## config.mk

```make
export PLATFORM = sky130hd
export DESIGN_NAME = crc64_sig_unit
export DESIGN_NICKNAME = d
export VERILOG_FILES = /design/src/rtl/crc64_pkg.sv /design/src/rtl/crc64_rst_sync.sv /design/src/rtl/crc64_lane_pack.sv /design/src/rtl/crc64_step.sv /design/src/rtl/crc64_sig_reg.sv /design/src/rtl/crc64_sig_unit.sv
export SDC_FILE = /design/constraint.sdc
export NUM_CORES = 1
export LEC_CHECK = 0
export BUFFER_PORTS_ARGS = -buffer_cell sky130_fd_sc_hd__buf_2
export CORE_UTILIZATION = 40
export CTS_CLUSTER_DIAMETER = 120
export CTS_CLUSTER_SIZE = 24
export DETAILED_ROUTE_END_ITERATION = 6
export SYNTH_ARGS = -nofsm -noshare
export SYNTH_HDL_FRONTEND = slang
export SYNTH_SLANG_ARGS = --single-unit
```

## constraint.sdc

```tcl
create_clock -name clk -period 2.1 [get_ports clk]
set_input_delay 0.21 -clock clk [delete_from_list [all_inputs] [get_ports clk]]
set_output_delay 0.21 -clock clk [all_outputs]
set_load 0.02 [all_outputs]
```

## src/rtl/crc64_pkg.sv

```systemverilog
package crc64_pkg;

  localparam int unsigned CHUNK_W = 64;
  localparam int unsigned BYTE_W  = 8;
  localparam int unsigned ADDR_W  = $clog2(CHUNK_W / BYTE_W);

  localparam logic [CHUNK_W-1:0] CRC_POLY = 64'h0000_0000_0000_001B;

  typedef enum logic [1:0] {
    SZ_BYTE  = 2'b00,
    SZ_WORD  = 2'b01,
    SZ_DWORD = 2'b10,
    SZ_RSVD  = 2'b11
  } wr_size_e;

endpackage

```

## src/rtl/crc64_rst_sync.sv

```systemverilog
module crc64_rst_sync #(
  parameter int unsigned STAGES = 2
) (
  input  logic clk,
  input  logic rst_n,
  output logic rst_sync_n
);

  logic [STAGES-1:0] chain_q;
  logic [STAGES-1:0] chain_d;

  always_comb begin
    chain_d = {chain_q[STAGES-2:0], 1'b1};
  end

  always_ff @(posedge clk or negedge rst_n) begin
    if (!rst_n) chain_q <= '0;
    else        chain_q <= chain_d;
  end

  assign rst_sync_n = chain_q[STAGES-1];

endmodule

```

## src/rtl/crc64_lane_pack.sv

```systemverilog
module crc64_lane_pack
  import crc64_pkg::*;
#(
  parameter int unsigned W     = CHUNK_W,
  parameter int unsigned BW    = BYTE_W,
  parameter int unsigned AW    = ADDR_W,
  localparam int unsigned LANES = W / BW,
  localparam int unsigned HALF  = W / 2
) (
  input  logic          clk,
  input  logic          rst_n,
  input  logic          en,
  input  logic [AW-1:0] addr,
  input  logic [1:0]    size,
  input  logic [W-1:0]  data,
  output logic          step,
  output logic [W-1:0]  chunk
);

  wr_size_e            size_e;
  logic [LANES-1:0]    lane_mask;
  logic [W-1:0]        placed;
  logic [W-1:0]        bit_mask;
  logic [AW-1:0]       byte_lane;

  assign size_e = wr_size_e'(size);

  // big-endian inside each half: lower address bits count down from the top lane
  assign byte_lane = {addr[AW-1], ~addr[AW-2:0]};

  always_comb begin
    lane_mask = '0;
    placed    = data;
    unique case (size_e)
      SZ_BYTE: begin
        lane_mask = LANES'(1) << byte_lane;
        placed    = {LANES{data[BW-1:0]}};
      end
      SZ_WORD: begin
        lane_mask = addr[AW-1] ? {{(LANES/2){1'b1}}, {(LANES/2){1'b0}}}
                               : {{(LANES/2){1'b0}}, {(LANES/2){1'b1}}};
        placed    = {2{data[HALF-1:0]}};
      end
      SZ_DWORD: begin
        lane_mask = '1;
        placed    = data;
      end
      default: begin
        lane_mask = '0;
        placed    = data;
      end
    endcase
  end

  for (genvar g = 0; g < LANES; g++) begin : g_lane
    assign bit_mask[g*BW +: BW] = {BW{lane_mask[g]}};
  end

  assign chunk = placed & bit_mask;
  assign step  = en && (size_e != SZ_RSVD);

  // a byte write opens exactly one lane
  a_r4_byte_one_lane: assert property (@(posedge clk) disable iff (!rst_n)
    (en && size_e == SZ_BYTE) |-> ($countones(lane_mask) == 1));

  // a word write opens exactly one half
  a_r5_word_half: assert property (@(posedge clk) disable iff (!rst_n)
    (en && size_e == SZ_WORD) |-> ($countones(lane_mask) == LANES/2));

  // a doubleword passes through unpadded
  a_r6_dword_whole: assert property (@(posedge clk) disable iff (!rst_n)
    (en && size_e == SZ_DWORD) |-> (chunk == data));

endmodule

```

## src/rtl/crc64_step.sv

```systemverilog
module crc64_step #(
  parameter int unsigned   W    = 64,
  parameter logic [W-1:0]  POLY = 64'h1B
) (
  input  logic [W-1:0] state,
  input  logic [W-1:0] chunk,
  output logic [W-1:0] next
);

  always_comb begin
    logic [W-1:0] acc;
    acc = state ^ chunk;
    for (int i = 0; i < W; i++) begin
      acc = acc[W-1] ? ((acc << 1) ^ POLY) : (acc << 1);
    end
    next = acc;
  end

endmodule

```

## src/rtl/crc64_sig_reg.sv

```systemverilog
module crc64_sig_reg #(
  parameter int unsigned W = 64
) (
  input  logic         clk,
  input  logic         rst_n,
  input  logic         clr,
  input  logic         load,
  input  logic [W-1:0] d,
  output logic [W-1:0] q
);

  logic [W-1:0] q_next;
  logic         q_en;

  always_comb begin
    q_en   = clr || load;
    q_next = clr ? '0 : d;
  end

  always_ff @(posedge clk or negedge rst_n) begin
    if (!rst_n)    q <= '0;
    else if (q_en) q <= q_next;
  end

  // a clear strobe always leaves zero behind
  a_r8_clear_wins: assert property (@(posedge clk) disable iff (!rst_n)
    clr |=> (q == '0));

  // nothing requested, nothing moves
  a_r9_hold: assert property (@(posedge clk) disable iff (!rst_n)
    (!clr && !load) |=> $stable(q));

endmodule

```

## src/rtl/crc64_sig_unit.sv

```systemverilog
module crc64_sig_unit
  import crc64_pkg::*;
#(
  parameter int unsigned           W    = CHUNK_W,
  parameter logic [CHUNK_W-1:0]    POLY = CRC_POLY,
  localparam int unsigned          AW   = ADDR_W
) (
  input  logic          clk,
  input  logic          rst_n,
  input  logic          clr,
  input  logic          wr_en,
  input  logic [AW-1:0] wr_addr,
  input  logic [1:0]    wr_size,
  input  logic [W-1:0]  wr_data,
  output logic [W-1:0]  sig
);

  logic         rst_sync_n;
  logic         step;
  logic [W-1:0] chunk;
  logic [W-1:0] sig_next;

  crc64_rst_sync #(.STAGES(2)) u_rst_sync (
    .clk        (clk),
    .rst_n      (rst_n),
    .rst_sync_n (rst_sync_n)
  );

  crc64_lane_pack #(.W(W), .BW(BYTE_W), .AW(AW)) u_pack (
    .clk   (clk),
    .rst_n (rst_sync_n),
    .en    (wr_en),
    .addr  (wr_addr),
    .size  (wr_size),
    .data  (wr_data),
    .step  (step),
    .chunk (chunk)
  );

  crc64_step #(.W(W), .POLY(POLY)) u_step (
    .state (sig),
    .chunk (chunk),
    .next  (sig_next)
  );

  crc64_sig_reg #(.W(W)) u_sig (
    .clk   (clk),
    .rst_n (rst_sync_n),
    .clr   (clr),
    .load  (step),
    .d     (sig_next),
    .q     (sig)
  );

  // reserved size code never moves the signature
  a_r7_reserved_no_step: assert property (@(posedge clk) disable iff (!rst_sync_n)
    (wr_en && wr_size == 2'b11 && !clr) |=> $stable(sig));

  // signature is zero while reset is being released
  a_r1_reset_zero: assert property (@(posedge clk)
    (!rst_sync_n) |-> (sig == '0));

endmodule

```

# Word level (Yosys, flattened, before mapping)
# Cells that the tools add are included.
[classes] mux=68 shift=1 n_reduce_logical=3 n_eq_ne=3 bitwise_logic=67
[ops] op="$mux 5" n=64
[ops] op="$not 4->4" n=64
[ops] op="$pmux 64 s2" n=1
[ops] op="$and 64x64->64" n=1
[ops] op="$mux 64" n=1
[ops] op="$xor 64x64->64" n=1
[ops] op="$pmux 8 s3" n=1
[ops] op="$mux 8" n=1
[ops] op="$shl 1x3->8 const A" n=1
[ops] op="$eq 2x1->1 const B" n=1
[ops] op="$eq 2x2->1 const B" n=1
[ops] op="$logic_not 2->1" n=1
[ops] op="$ne 2x2->1 const B" n=1
[ops] op="$not 2->2" n=1
[ops] op="$logic_and 1x1->1" n=1
[ops] op="$logic_or 1x1->1" n=1
[word_totals] output_inout_bits=64 ff_bits=66

# Depth between registers and ports, before layout
# Gate-level depths: netlist of the first run.
[depth] depth_word=134 depth_mapped=12

# Cells and area by module
# From an unflattened synthesis of the first run, not the netlist that was laid out.
[hier_totals] cells_unflattened=609 area_unflattened_um2=5755.5
[modules_own_cells] module="crc64_sig_reg" cells_each=206 instances=1 seq_area_each_um2=1601.5 area_per_inst_um2=2611.3
[modules_own_cells] module="crc64_step" cells_each=208 instances=1 seq_area_each_um2=0.0 area_per_inst_um2=1905.6
[modules_own_cells] module="crc64_lane_pack" cells_each=192 instances=1 seq_area_each_um2=0.0 area_per_inst_um2=1184.9
[modules_own_cells] module="crc64_rst_sync" cells_each=3 instances=1 seq_area_each_um2=50.0 area_per_inst_um2=53.8

# Least setup slack after synthesis of the first run
# OpenSTA, ideal clock, no wires.
[synth_path] path_kind="input to register" from="in wr_size[0]" to="reg u_sig.q[2]" path_stages=9 path_buffers=1 setup_ns=0.078 path_slack_ns=-0.234 arrival_time_ns=2.256 path_cell_list="buf_6 > mux2_2 > mux2i_2 > xor2_1 > a211oi_2 > xnor3_1 > xor2_1 > or3_1 > a21oi_1"
[synth_between] elab_chain_len=13 elab_cells_between_ends=21 classes_between="eq/ne: 3; mux: 9; bitwise: 6; reduce/logical: 3"
[synth_lines] item="from (decl)" line="crc64_sig_unit.sv:13" text="input logic [1:0] wr_size,"
[synth_lines] item="$eq 2x2->1, or another cell as far along" line="crc64_lane_pack.sv:34" text="unique case (size_e)"
[synth_lines] item="$pmux 8 s3" line="crc64_lane_pack.sv:34"
[synth_lines] item="$and 64x64->64" line="crc64_lane_pack.sv:59" text="assign chunk = placed & bit_mask;"
[synth_lines] item="$xor 64x64->64" line="crc64_step.sv:12" text="acc = state ^ chunk;"
[synth_lines] item="$not 4->4 (no source line)"
[synth_lines] item="$mux 5" line="crc64_step.sv:14" text="acc = acc[W-1] ? ((acc << 1) ^ POLY) : (acc << 1);"
[synth_lines] item="$not 4->4 (no source line)"
[synth_lines] item="$mux 5 (2 in a row)" line="crc64_step.sv:14"
[synth_lines] item="$not 4->4 (no source line)"
[synth_lines] item="$mux 5 (2 in a row)" line="crc64_step.sv:14"
[synth_lines] item="$mux 64" line="crc64_sig_reg.sv:17" text="q_next = clr ? '0 : d;"
[synth_lines] item="to (signal assigned)" line="crc64_sig_reg.sv:22" text="else if (q_en) q <= q_next;"
[synth_lines] item="to (decl)" line="crc64_sig_reg.sv:9" text="output logic [W-1:0] q"
# Several ways; a longest one is shown, not always the timed one.
# A chain may end at the register's enable or synchronous reset.

# Worst setup path after layout of the first run
[layout_path] from="reg u_sig.q[61]" to="reg u_sig.q[1]"
[layout_between] elab_chain_len=6 elab_cells_between_ends=8 classes_between="mux: 5; bitwise: 3"
[layout_lines] item="$xor 64x64->64 *" line="crc64_step.sv:12"
[layout_lines] item="$mux 5 *" line="crc64_step.sv:14"
[layout_lines] item="$mux 5 or $not 4->4 (tied branches)"
[layout_lines] item="$not 4->4 (no source line) or $mux 5 (tied branches)"
[layout_lines] item="$mux 5 *" line="crc64_step.sv:14"
[layout_lines] item="$mux 64 *" line="crc64_sig_reg.sv:17"
# Mark *: on every way between the ends. The rest lies on a longest branch, timed or not.

==> results of run 1 <==
## state kept, by name, summed over array words and instances (netlist names)
name and flops:
u_rst_sync.chain_q 2, u_sig.q 64
## kinds of logic after synthesis
logic type | share of synthesized area
xor gates and xnor gates | 0.3268
and+or+nand+nor | 0.1358
AOI/OAI and AO/OA | 0.2018
DFF | 0.2741
buffers and inverters | 0.03613
muxes | 0.02471
other | 0.0006223
## path summary, 6_finish.rpt
kind	to	slack [ns]	cells past startpoint
setup reg to reg	u_sig.q[1]	-0.09	11
min in group clk	u_sig.q[62]	0.32	4
max in group asynchronous	u_sig.q[60]	1.51	1
setup / recovery	u_sig.q[1]	-0.09	11
hold reg to reg	u_sig.q[4]	0.28	1
hold / removal	u_rst_sync.chain_q[0]	0.17	2
## critical path, cell delays in order (launching register included)
cell	delay, ns
dfrtp_2	0.44
buf_6	0.13
nand2b_4	0.07
and2_4	0.15
buf_6	0.08
nor2_2	0.03
a211oi_2	0.24
buf_4	0.16
xor3_1	0.25
buf_4	0.16
xor2_2	0.16
a211oi_2	0.20
## timing repair
action / in CTS / in global routing
gates resized for setup: 13 / 97
gates cloned: 0 / 1
pin swaps: 10 / 29
setup endpoints to repair: 13 / 60
hold buffers: 1 / 0
endpoints found under the hold margin: 2 / 0
buffers inserted: 7 / 8
## cell usage in the layout, fill, tap and decap left out, drive strengths merged, types with 5 or more instances in the layout
master	count
buf	263
xnor2	184
nor2	87
dfrtp	66
a211oi	64
nand2	59
a21oi	46
xor2	21
nand2b	15
a2111oi	11
clkbuf	10
mux2i	10
nor2b	10
o21ai	9
a31o	6
nor3	6
nand3	5
xnor3	5
clkinv	5
## metrics by stage
stage / hold WS, ns / instance area [sq um]
final: 0.1731 / 8902
after global routing: 0.2046 / 8902
after CTS: 0.1677 / 8239
after detailed placement: -0.001197 / 7820
after global placement: -0.005009 / 7820
after floorplan: -0.08559 / 6190
## power by group
group	switching [uW]	internal [uW]	total [uW]	leakage, uW
combinational	3540	3910	7450	0.00287
clock	621	916	1540	0.000145
sequential	470	1620	2090	0.000861
## routing by layer
layer	up-vias	GRT usage
li1	2833	-
met1	2896	0.3406
met2	164	0.4368
met3	35	0.03093
met4	0	0.08859
met5	-	0
## area by class of cell
type                    instances  area share
multi-input cells             579      0.5514
clock inverters                 7    0.007871
flip-flops and latches         66      0.1862
inverters                       1   0.0004216
well taps                     184     0.02586
clock buffers                   9     0.02530
repair buffers                265      0.2030
==> impl_metrics.ini, run 1 <==
[outcome]
status = complete, but fails checks
failed_checks = negative setup slack

[finish]
syn2layout_area_growth_pct = 47.74
finish.utilization = 0.6102
fin_cells = 1111
multi_input_area_sq_mm = 0.004908
seq_area_sq_mm = 0.001658
fin_nets = 995
fillers = 1264
layout-drive-gt1-share = 0.4520
antenna_cells = 0

[grt]
grt-ovfl-total = 0
grt_pass1_vias = 5889
grt_pass1_wl_um = 31470
grt_start_max_net_pins = 65
antenna_found_initial = 0
track_usage = 0.2587

[floorplanning]
coreArea_sq_mm = 0.01459
num_rows = 44
die_h_um = 124.7
initial_core_util = 0.4130
dieArea_sq_mm = 0.01556
io_pins = 137
die_w_um = 124.7

[yosys]
synth_edf_count = 0
synth_nets = 760
synth_cells = 687
synth-seq-area-share = 0.2741
synth.avg_cell_area_sq_um = 8.771
yosys.area.top_type = dfrtp_1
synth_warnings = 0
async_reset_ff_frac = 1.000
synthTopCellsByCount = 180 x xnor2_1, 86 x nor2_1, 66 x dfrtp_1, 61 x a211oi_1, 59 x nand2_1
netlist.area_leader.share = 0.2741
synth_flop_cell = dfrtp_1
synthesis.area_sq_mm = 0.006026
netlist-cell-type-count = 53
synth_seq_cells = 66
synth.most_common_cell = xnor2_1
yosys-top-cells-area = dfrtp_1 27%, xnor2_1 26%, a211oi_1 7.6%

[routing]
dr.pass1.iters = 6
first_iter_violations = 318
drt-total-wl_um = 20360
route.vias.total = 5928
wl_met1_um = 9089
ant_nets = 0
viasPerCell = 5.336
wl_per_cell_um = 18.32
route.detailed.drc = 0
wl_met2_um = 9975
dr_wl_met3_um = 793
top_layer_used = met4

[placed_design]
dp_cells = 1080
dp_hpwl_um = 15690
pre_cts_slack_ns = -0.5143
port_buffers = 136
place.gp.congestion = 0.8936

[setup_path]
crit_fanout = 4
worst_ep_required_time_ns = 2.36
worstPathArrival_ns = 2.45
end_kind = register
path_class = register to register
startpoint = u_sig.q[61]
reg2reg_from = u_sig.q[61]
worst_setup_path_start_kind = register

[clocking]
cts_tree = yes
cts_buffer_depth = 2
htreeDepth = 3
cts_root_buffer = clkbuf_16
clock_latency_ns = 0.35
clkTransAtPathRegs_ns = 0.06
cts_made_buffers = 9
clock_sinks = 66

[timing]
finalSetupViolCount = 4
slew_viol_final = 0
period_share = 1.041
finClkSkew_ns = 0.006023
finalHoldViolCount = 0
setup_ws_ns = -0.08590
fin_tns_setup_ns = -0.2437
rsz0062_at_grt = yes
timing.fmax_mhz = 457.5
final.min_clock_period_ns = 2.186

[power_and_ir_drop]
cellPowerDensity_mw_per_mm2 = 1245
power.total_uw = 11080
ir_worst_vdd_mv = 0.5908
power_leakage_uw = 0.003878

[run]
max_cap_viol_count = 0

[min_path]
hp-class = input pin to asynchronous set/reset pin
(Power assumes the default switching activity.)
==> run 2, diff against run 1 <==
--- a/config.mk
+++ b/config.mk
@@ -5,11 +5,11 @@
 export SDC_FILE = /design/constraint.sdc
 export NUM_CORES = 1
 export LEC_CHECK = 0
-export BUFFER_PORTS_ARGS = -buffer_cell sky130_fd_sc_hd__buf_2
 export CORE_UTILIZATION = 40
 export CTS_CLUSTER_DIAMETER = 120
 export CTS_CLUSTER_SIZE = 24
 export DETAILED_ROUTE_END_ITERATION = 6
+export DONT_BUFFER_PORTS = 1
 export SYNTH_ARGS = -nofsm -noshare
 export SYNTH_HDL_FRONTEND = slang
 export SYNTH_SLANG_ARGS = --single-unit
==> run 2 against run 1 <==
The flow finishes with violations (negative hold slack, negative setup slack). Largest power group unchanged. Clock power rose by 10%. Non-clock buffer count decreased by 189. Via count shrank 13%. Combinational power fell by 18%. Largest cell class unchanged. Fmax increased by 1.9%. Hold slack lost 0.25 ns. Highest routed layer unchanged. Clock skew hardly changed. Wire length is 9.3% lower.
==> impl_metrics.ini, run 2 (synthesis gave the netlist of run 1 again) <==
[outcome]
status = complete, but fails checks
failed_checks = negative hold slack, negative setup slack

[routing]
viasPerCell = 5.573
wl_per_cell_um = 20.03
route.vias.total = 5138
dr.pass1.iters = 4
top_layer_used = met4
ant_nets = 0
route.detailed.drc = 0
wl_met2_um = 8577
first_iter_violations = 298
dr_wl_met3_um = 1539
drt-total-wl_um = 18470
wl_met1_um = 7831

[finish]
fin_nets = 806
fillers = 1311
seq_area_sq_mm = 0.001655
multi_input_area_sq_mm = 0.004641
fin_cells = 922
reg.largest.list = u_sig.q: 64 flops, u_rst_sync.chain_q: 2 flops
largest_register = u_sig.q
final_cell_mix = 156 x xnor2_1, 80 x nor2_1, 63 x dfrtp_1
largest_register_ff_count = 64
syn2layout_area_growth_pct = 24.79
final_common_cell = xnor2_1
layout-drive-gt1-share = 0.2602
fin_area_sq_mm = 0.007520
antenna_cells = 0

[placed_design]
dp_cells = 891
dp_hpwl_um = 13940
port_buffers = 0
place.gp.congestion = 0.8987
post_dp_cell_area_sq_mm = 0.006679

[setup_path]
worst_ep_required_time_ns = 2.34
crit_family = XOR/XNOR gates
reg2reg_slack_ns = -0.04
max_stage_delay_ns = 0.49
worstPathArrival_ns = 2.38
path_class = register to register
r2r_end = u_sig.q[4]
reg2reg_from = u_sig.q[61]
worst_setup_path_start_kind = register
reg2reg_depth = 9
critPathSlowestCell = or4_4
end_kind = register
crit_buf_inv = 1
worstPathCellList = xor2_2 > or4_4 > o21ai_2 > a211oi_2 > buf_4 > xor2_4 > xnor3_1 > nand2_1 > a21oi_2
crit_fanout = 5

[timing]
rsz0062_at_grt = yes
finalHoldViolCount = 49
final.min_clock_period_ns = 2.144
finalSetupViolCount = 3
finClkSkew_ns = 0.006283
whs_ns = -0.07360
slew_viol_final = 0
period_share = 1.021
setup_ws_ns = -0.04420
worstMarginPinSlew_ns = 0.4926
timing.fmax_mhz = 466.4
relSlewSlack = 0.6694

[power_and_ir_drop]
ir_worst_vdd_mv = 0.5785
power_leakage_uw = 0.002951
power.total_uw = 10330
cellPowerDensity_mw_per_mm2 = 1373

[clocking]
cts_made_buffers = 9
clock_sinks = 66
clock_latency_ns = 0.35
cts_tree = yes
clkTransAtPathRegs_ns = 0.06
ctsHoldBuffers = 8
cts_root_buffer = clkbuf_16
htreeDepth = 3
cts_buffer_depth = 2

[grt]
grt_start_max_net_pins = 117
grt-ovfl-total = 0
antenna_found_initial = 0
grt_pass1_vias = 5049
grt_pass1_wl_um = 28900
track_usage = 0.2404

[floorplanning]
initial_core_util = 0.4130
io_pins = 137
coreArea_sq_mm = 0.01459
dieArea_sq_mm = 0.01556
die_w_um = 124.7
num_rows = 44
die_h_um = 124.7

[min_path]
hold_path_end = u_sig.q[49]
min_path_cells = 1
hp-class = input pin to register
min_from = clr

[run]
max_cap_viol_count = 0
==> run 2: cell count changes in the layout (fill, tap and decap cells not counted), moves of 7 or more <==
cell | before | now
xnor2_1 | 143 | 156
a2111oi_4 | 7 | 0
buf_4 | 113 | 60
buf_2 | 135 | 0
dlygate4sd3_1 | 1 | 8
xnor2_2 | 41 | 28
==> run 2: worst max-delay path by stage <==
stage                     start          end  cells past startpoint
floorplan            wr_size[0]   u_sig.q[2]                     10
global placement     wr_size[0]   u_sig.q[3]                      9
detailed placement   wr_addr[1]  u_sig.q[48]                      8
CTS                 u_sig.q[61]   u_sig.q[4]                      9
global route        u_sig.q[61]   u_sig.q[4]                      9
finish              u_sig.q[61]   u_sig.q[4]                      9
==> run 2: what timing repair did <==
| action | in CTS | in global routing |
|---|---|---|
| endpoints found under the setup margin | 6 | 17 |
| resized for setup | 4 | 64 |
| buffers inserted | 2 | 5 |
| endpoints found under the hold margin | 60 | 51 |
| pin swaps | 2 | 14 |
==> run 2: area by class of cell <==
class,instances,share of cell area
Multi-Input combinational cell,579,0.6171
Sequential cell,66,0.2201
Timing Repair Buffer,76,0.08769
Clock buffer,12,0.03411
Tap cell,184,0.03062
Clock inverter,4,0.009817
Inverter,1,0.0004992
==> run 2: through the flow <==
| step | hold slack [ns] | TNS [ns] | utilization | setup slack [ns] |
|---|---|---|---|---|
| CTS | -0.08401 | -0.006662 | 0.4885 | -0.006662 |
| global placement | -0.08555 | -0.8420 | 0.4578 | -0.1336 |
| global route | -0.1024 | -0.6556 | 0.5154 | -0.1301 |
| detailed placement | -0.08554 | -1.472 | 0.4578 | -0.1283 |
| floorplan | -0.08559 | -0.5672 | - | -0.1375 |
| finish | -0.07360 | -0.09211 | 0.5154 | -0.04420 |
==> run 2: routing by layer <==
layer	global-route usage	up-vias
met1	0.3005	2490
met3	0.08849	31
met2	0.3760	157
met4	0.08930	0
li1	-	2460
met5	0	-
==> run 2: worst register-to-register path: stages, from the launching register on <==
cell,delay (ns)
dfrtp_2,0.47
xor2_2,0.17
or4_4,0.49
o21ai_2,0.08
a211oi_2,0.04
buf_4,0.16
xor2_4,0.23
xnor3_1,0.24
nand2_1,0.09
a21oi_2,0.06
==> run 2: report_power, final <==
group / leakage, uW / total, uW / internal (uW) / switching (uW)
clock: 0.000163 / 1700 / 1100 / 597
sequential: 0.000864 / 2510 / 1610 / 899
combinational: 0.00192 / 6120 / 3360 / 2760
total: 0.00295 / 10300 / 6070 / 4250
==> run 3, diff against run 2 <==
--- a/config.mk
+++ b/config.mk
@@ -5,6 +5,7 @@
 export SDC_FILE = /design/constraint.sdc
 export NUM_CORES = 1
 export LEC_CHECK = 0
+export CORE_ASPECT_RATIO = 0.8
 export CORE_UTILIZATION = 40
 export CTS_CLUSTER_DIAMETER = 120
 export CTS_CLUSTER_SIZE = 24
==> run 3 against run 2 <==
The run ends with design-rule violations, negative hold slack, negative setup slack left. Via count decreased by 0.25%. Final cell count decreased by 1.3%. Count of clock-buffer cells in the layout decreased by 1. Clock skew increased by 0.0014 ns. Sequential share of layout area increased by 1.1 points. Sequential cell count unchanged. Critical path depth unchanged. Non-clock buffer count decreased by 12. Fmax decreased by 2.3%. Power decreased by 3.3%. Register-to-register slack got worse by 0.05 ns. Highest routed layer unchanged. First-iteration DRC count increased by 31%.
==> impl_metrics.ini, run 3 (synthesis gave the netlist of run 1 again) <==
[outcome]
status = complete, but fails checks
failed_checks = design-rule violations, negative hold slack, negative setup slack

[floorplanning]
coreArea_sq_mm = 0.01449
io_pins = 137
num_rows = 39
initial_core_util = 0.4158
die_w_um = 139.2
dieArea_sq_mm = 0.01556
die_h_um = 111.8

[power_and_ir_drop]
p_switching_uw = 4201
p_sw_frac = 0.4206
power_leakage_uw = 0.002763
internal_power_uw = 5787
p_comb_frac = 0.592
ir_worst_vdd_mv = 0.5252
cellPowerDensity_mw_per_mm2 = 1397
seqPwrFrac = 0.251
power.clock.fraction = 0.158

[setup_path]
path_class = register to register
worst_setup_path_start_kind = register
worstPathArrival_ns = 2.48
end_kind = register
crit_fanout = 6
worst_ep_required_time_ns = 2.38

[clocking]
clock_latency_ns = 0.35
clkTransAtPathRegs_ns = 0.06
cts_made_buffers = 9
ctsHoldBuffers = 1
htreeDepth = 3
cts_tree = yes
cts_buffer_depth = 2
cts_root_buffer = clkbuf_16
clock_sinks = 66

[placed_design]
place.gp.congestion = 0.9207
dp_hpwl_um = 14520
post_dp_cell_area_sq_mm = 0.006629
port_buffers = 0

[routing]
first_iter_violations = 390
ant_nets = 0
wl_per_cell_um = 20.62
drt-total-wl_um = 18760
wl_met1_um = 8101
viasPerCell = 5.632
route.vias.total = 5125
top_layer_used = met4
dr.pass1.iters = 7
dr_wl_met3_um = 1929
route.detailed.drc = 10
wl_met2_um = 8111

[grt]
track_usage = 0.2484
antenna_found_initial = 0
grt_start_max_net_pins = 117
grt-ovfl-total = 0
grt_pass1_vias = 5166
grt_pass1_wl_um = 29460

[finish]
fin_nets = 794
largest_register_ff_count = 64
final_common_cell = xnor2_1
final_cell_mix = 177 x xnor2_1, 85 x nor2_1, 64 x dfrtp_1
antenna_cells = 0
reg.largest.list = u_sig.q: 64 flops, u_rst_sync.chain_q: 2 flops
fillers = 1344
layout-drive-gt1-share = 0.2094
syn2layout_area_growth_pct = 18.65
largest_register = u_sig.q
fin_area_sq_mm = 0.007149

[timing]
setup_ws_ns = -0.09442
final.min_clock_period_ns = 2.194
whs_ns = -0.07314
worstMarginPinSlew_ns = 0.5342
relSlewSlack = 0.6439
fin_tns_setup_ns = -0.2928
finClkSkew_ns = 0.007679
period_share = 1.045
finalHoldViolCount = 58
slew_viol_final = 0
rsz0062_at_grt = yes
finalSetupViolCount = 5
timing.fmax_mhz = 455.7

[min_path]
hp-class = input pin to register

[run]
max_cap_viol_count = 0
==> run 3: cell count changes in the layout (fill, tap and decap cells not counted), moves of 2 or more <==
cell	before	now
xnor2_1	156	177
xnor2_2	28	7
dlygate4sd3_1	8	1
a21oi_1	35	41
a21oi_2	11	5
nor2_1	80	85
nor2_2	5	1
buf_4	60	58
clkinv_2	1	3
==> run 3: worst paths after layout <==
path                       cells after the start                    end             startpoint  slack, ns
max                                            9             u_sig.q[3]            u_sig.q[61]      -0.09
min                                            1            u_sig.q[49]                    clr      -0.07
max reg2reg                                    9             u_sig.q[3]            u_sig.q[61]      -0.09
min reg2reg                                    0             u_sig.q[3]  u_rst_sync.chain_q[1]       0.25
max in group asynchronous                      1            u_sig.q[18]  u_rst_sync.chain_q[1]       1.09
min in group asynchronous                      1  u_rst_sync.chain_q[0]                  rst_n       0.09
==> run 3: timing repair <==
action,4_1_cts,5_1_grt
pin swaps,9,8
hold endpoints to repair,60,58
endpoints found under the setup margin,6,9
setup buffers,5,3
gates resized for setup,11,18
==> run 3: critical path, cell delays in order, from the launching register on <==
cell and delay [ns]:
dfrtp_2 0.47, xor2_1 0.21, or4_1 0.49, o21ai_1 0.11, a211oi_2 0.09, xor2_2 0.18, buf_4 0.17, xnor2_2 0.15
nand2_1 0.09, a21oi_2 0.16
==> run 3: layout make-up <==
type	instances	area [sq um]	area share
repair buffers	64	528.0	0.07385
multi-input cells	579	4428	0.6194
clock buffers	11	252.7	0.03535
clock inverters	5	52.55	0.007350
well taps	184	230.2	0.03220
inverters	1	3.754	0.0005250
flip-flops and latches	66	1654	0.2314
==> run 3: per-stage QoR <==
| step | setup WS (ns) | utilization | cells | total power [uW] |
|---|---|---|---|---|
| 2_1_floorplan | -0.1375 | - | 687 | 6898 |
| 3_3_place_gp | -0.1065 | 0.4574 | 886 | 7911 |
| 3_5_place_dp | -0.1477 | 0.4574 | 886 | 7988 |
| 4_1_cts | -0.04309 | 0.4850 | 907 | 9778 |
| 5_1_grt | -0.1687 | 0.4933 | 910 | 10680 |
| 6_report | -0.09442 | 0.4933 | 910 | 9988 |
==> run 3: power groups by stage <==
| stage | Combinational, uW | Sequential, uW | Clock [uW] |
|---|---|---|---|
| detailed placement | 5480 | 2510 | 0 |
| finish | 5910 | 2500 | 1570 |
| global placement | 5410 | 2500 | 0 |
| floorplan | 4480 | 2420 | 0 |
| global route | 6460 | 2560 | 1650 |
| CTS | 5670 | 2500 | 1600 |
==> run 3: per-layer routing <==
metal / global-route usage / vias up
met5: 0 / -
met4: 0.09630 / 0
met3: 0.08516 / 42
met2: 0.3742 / 196
met1: 0.3263 / 2442
li1: - / 2445
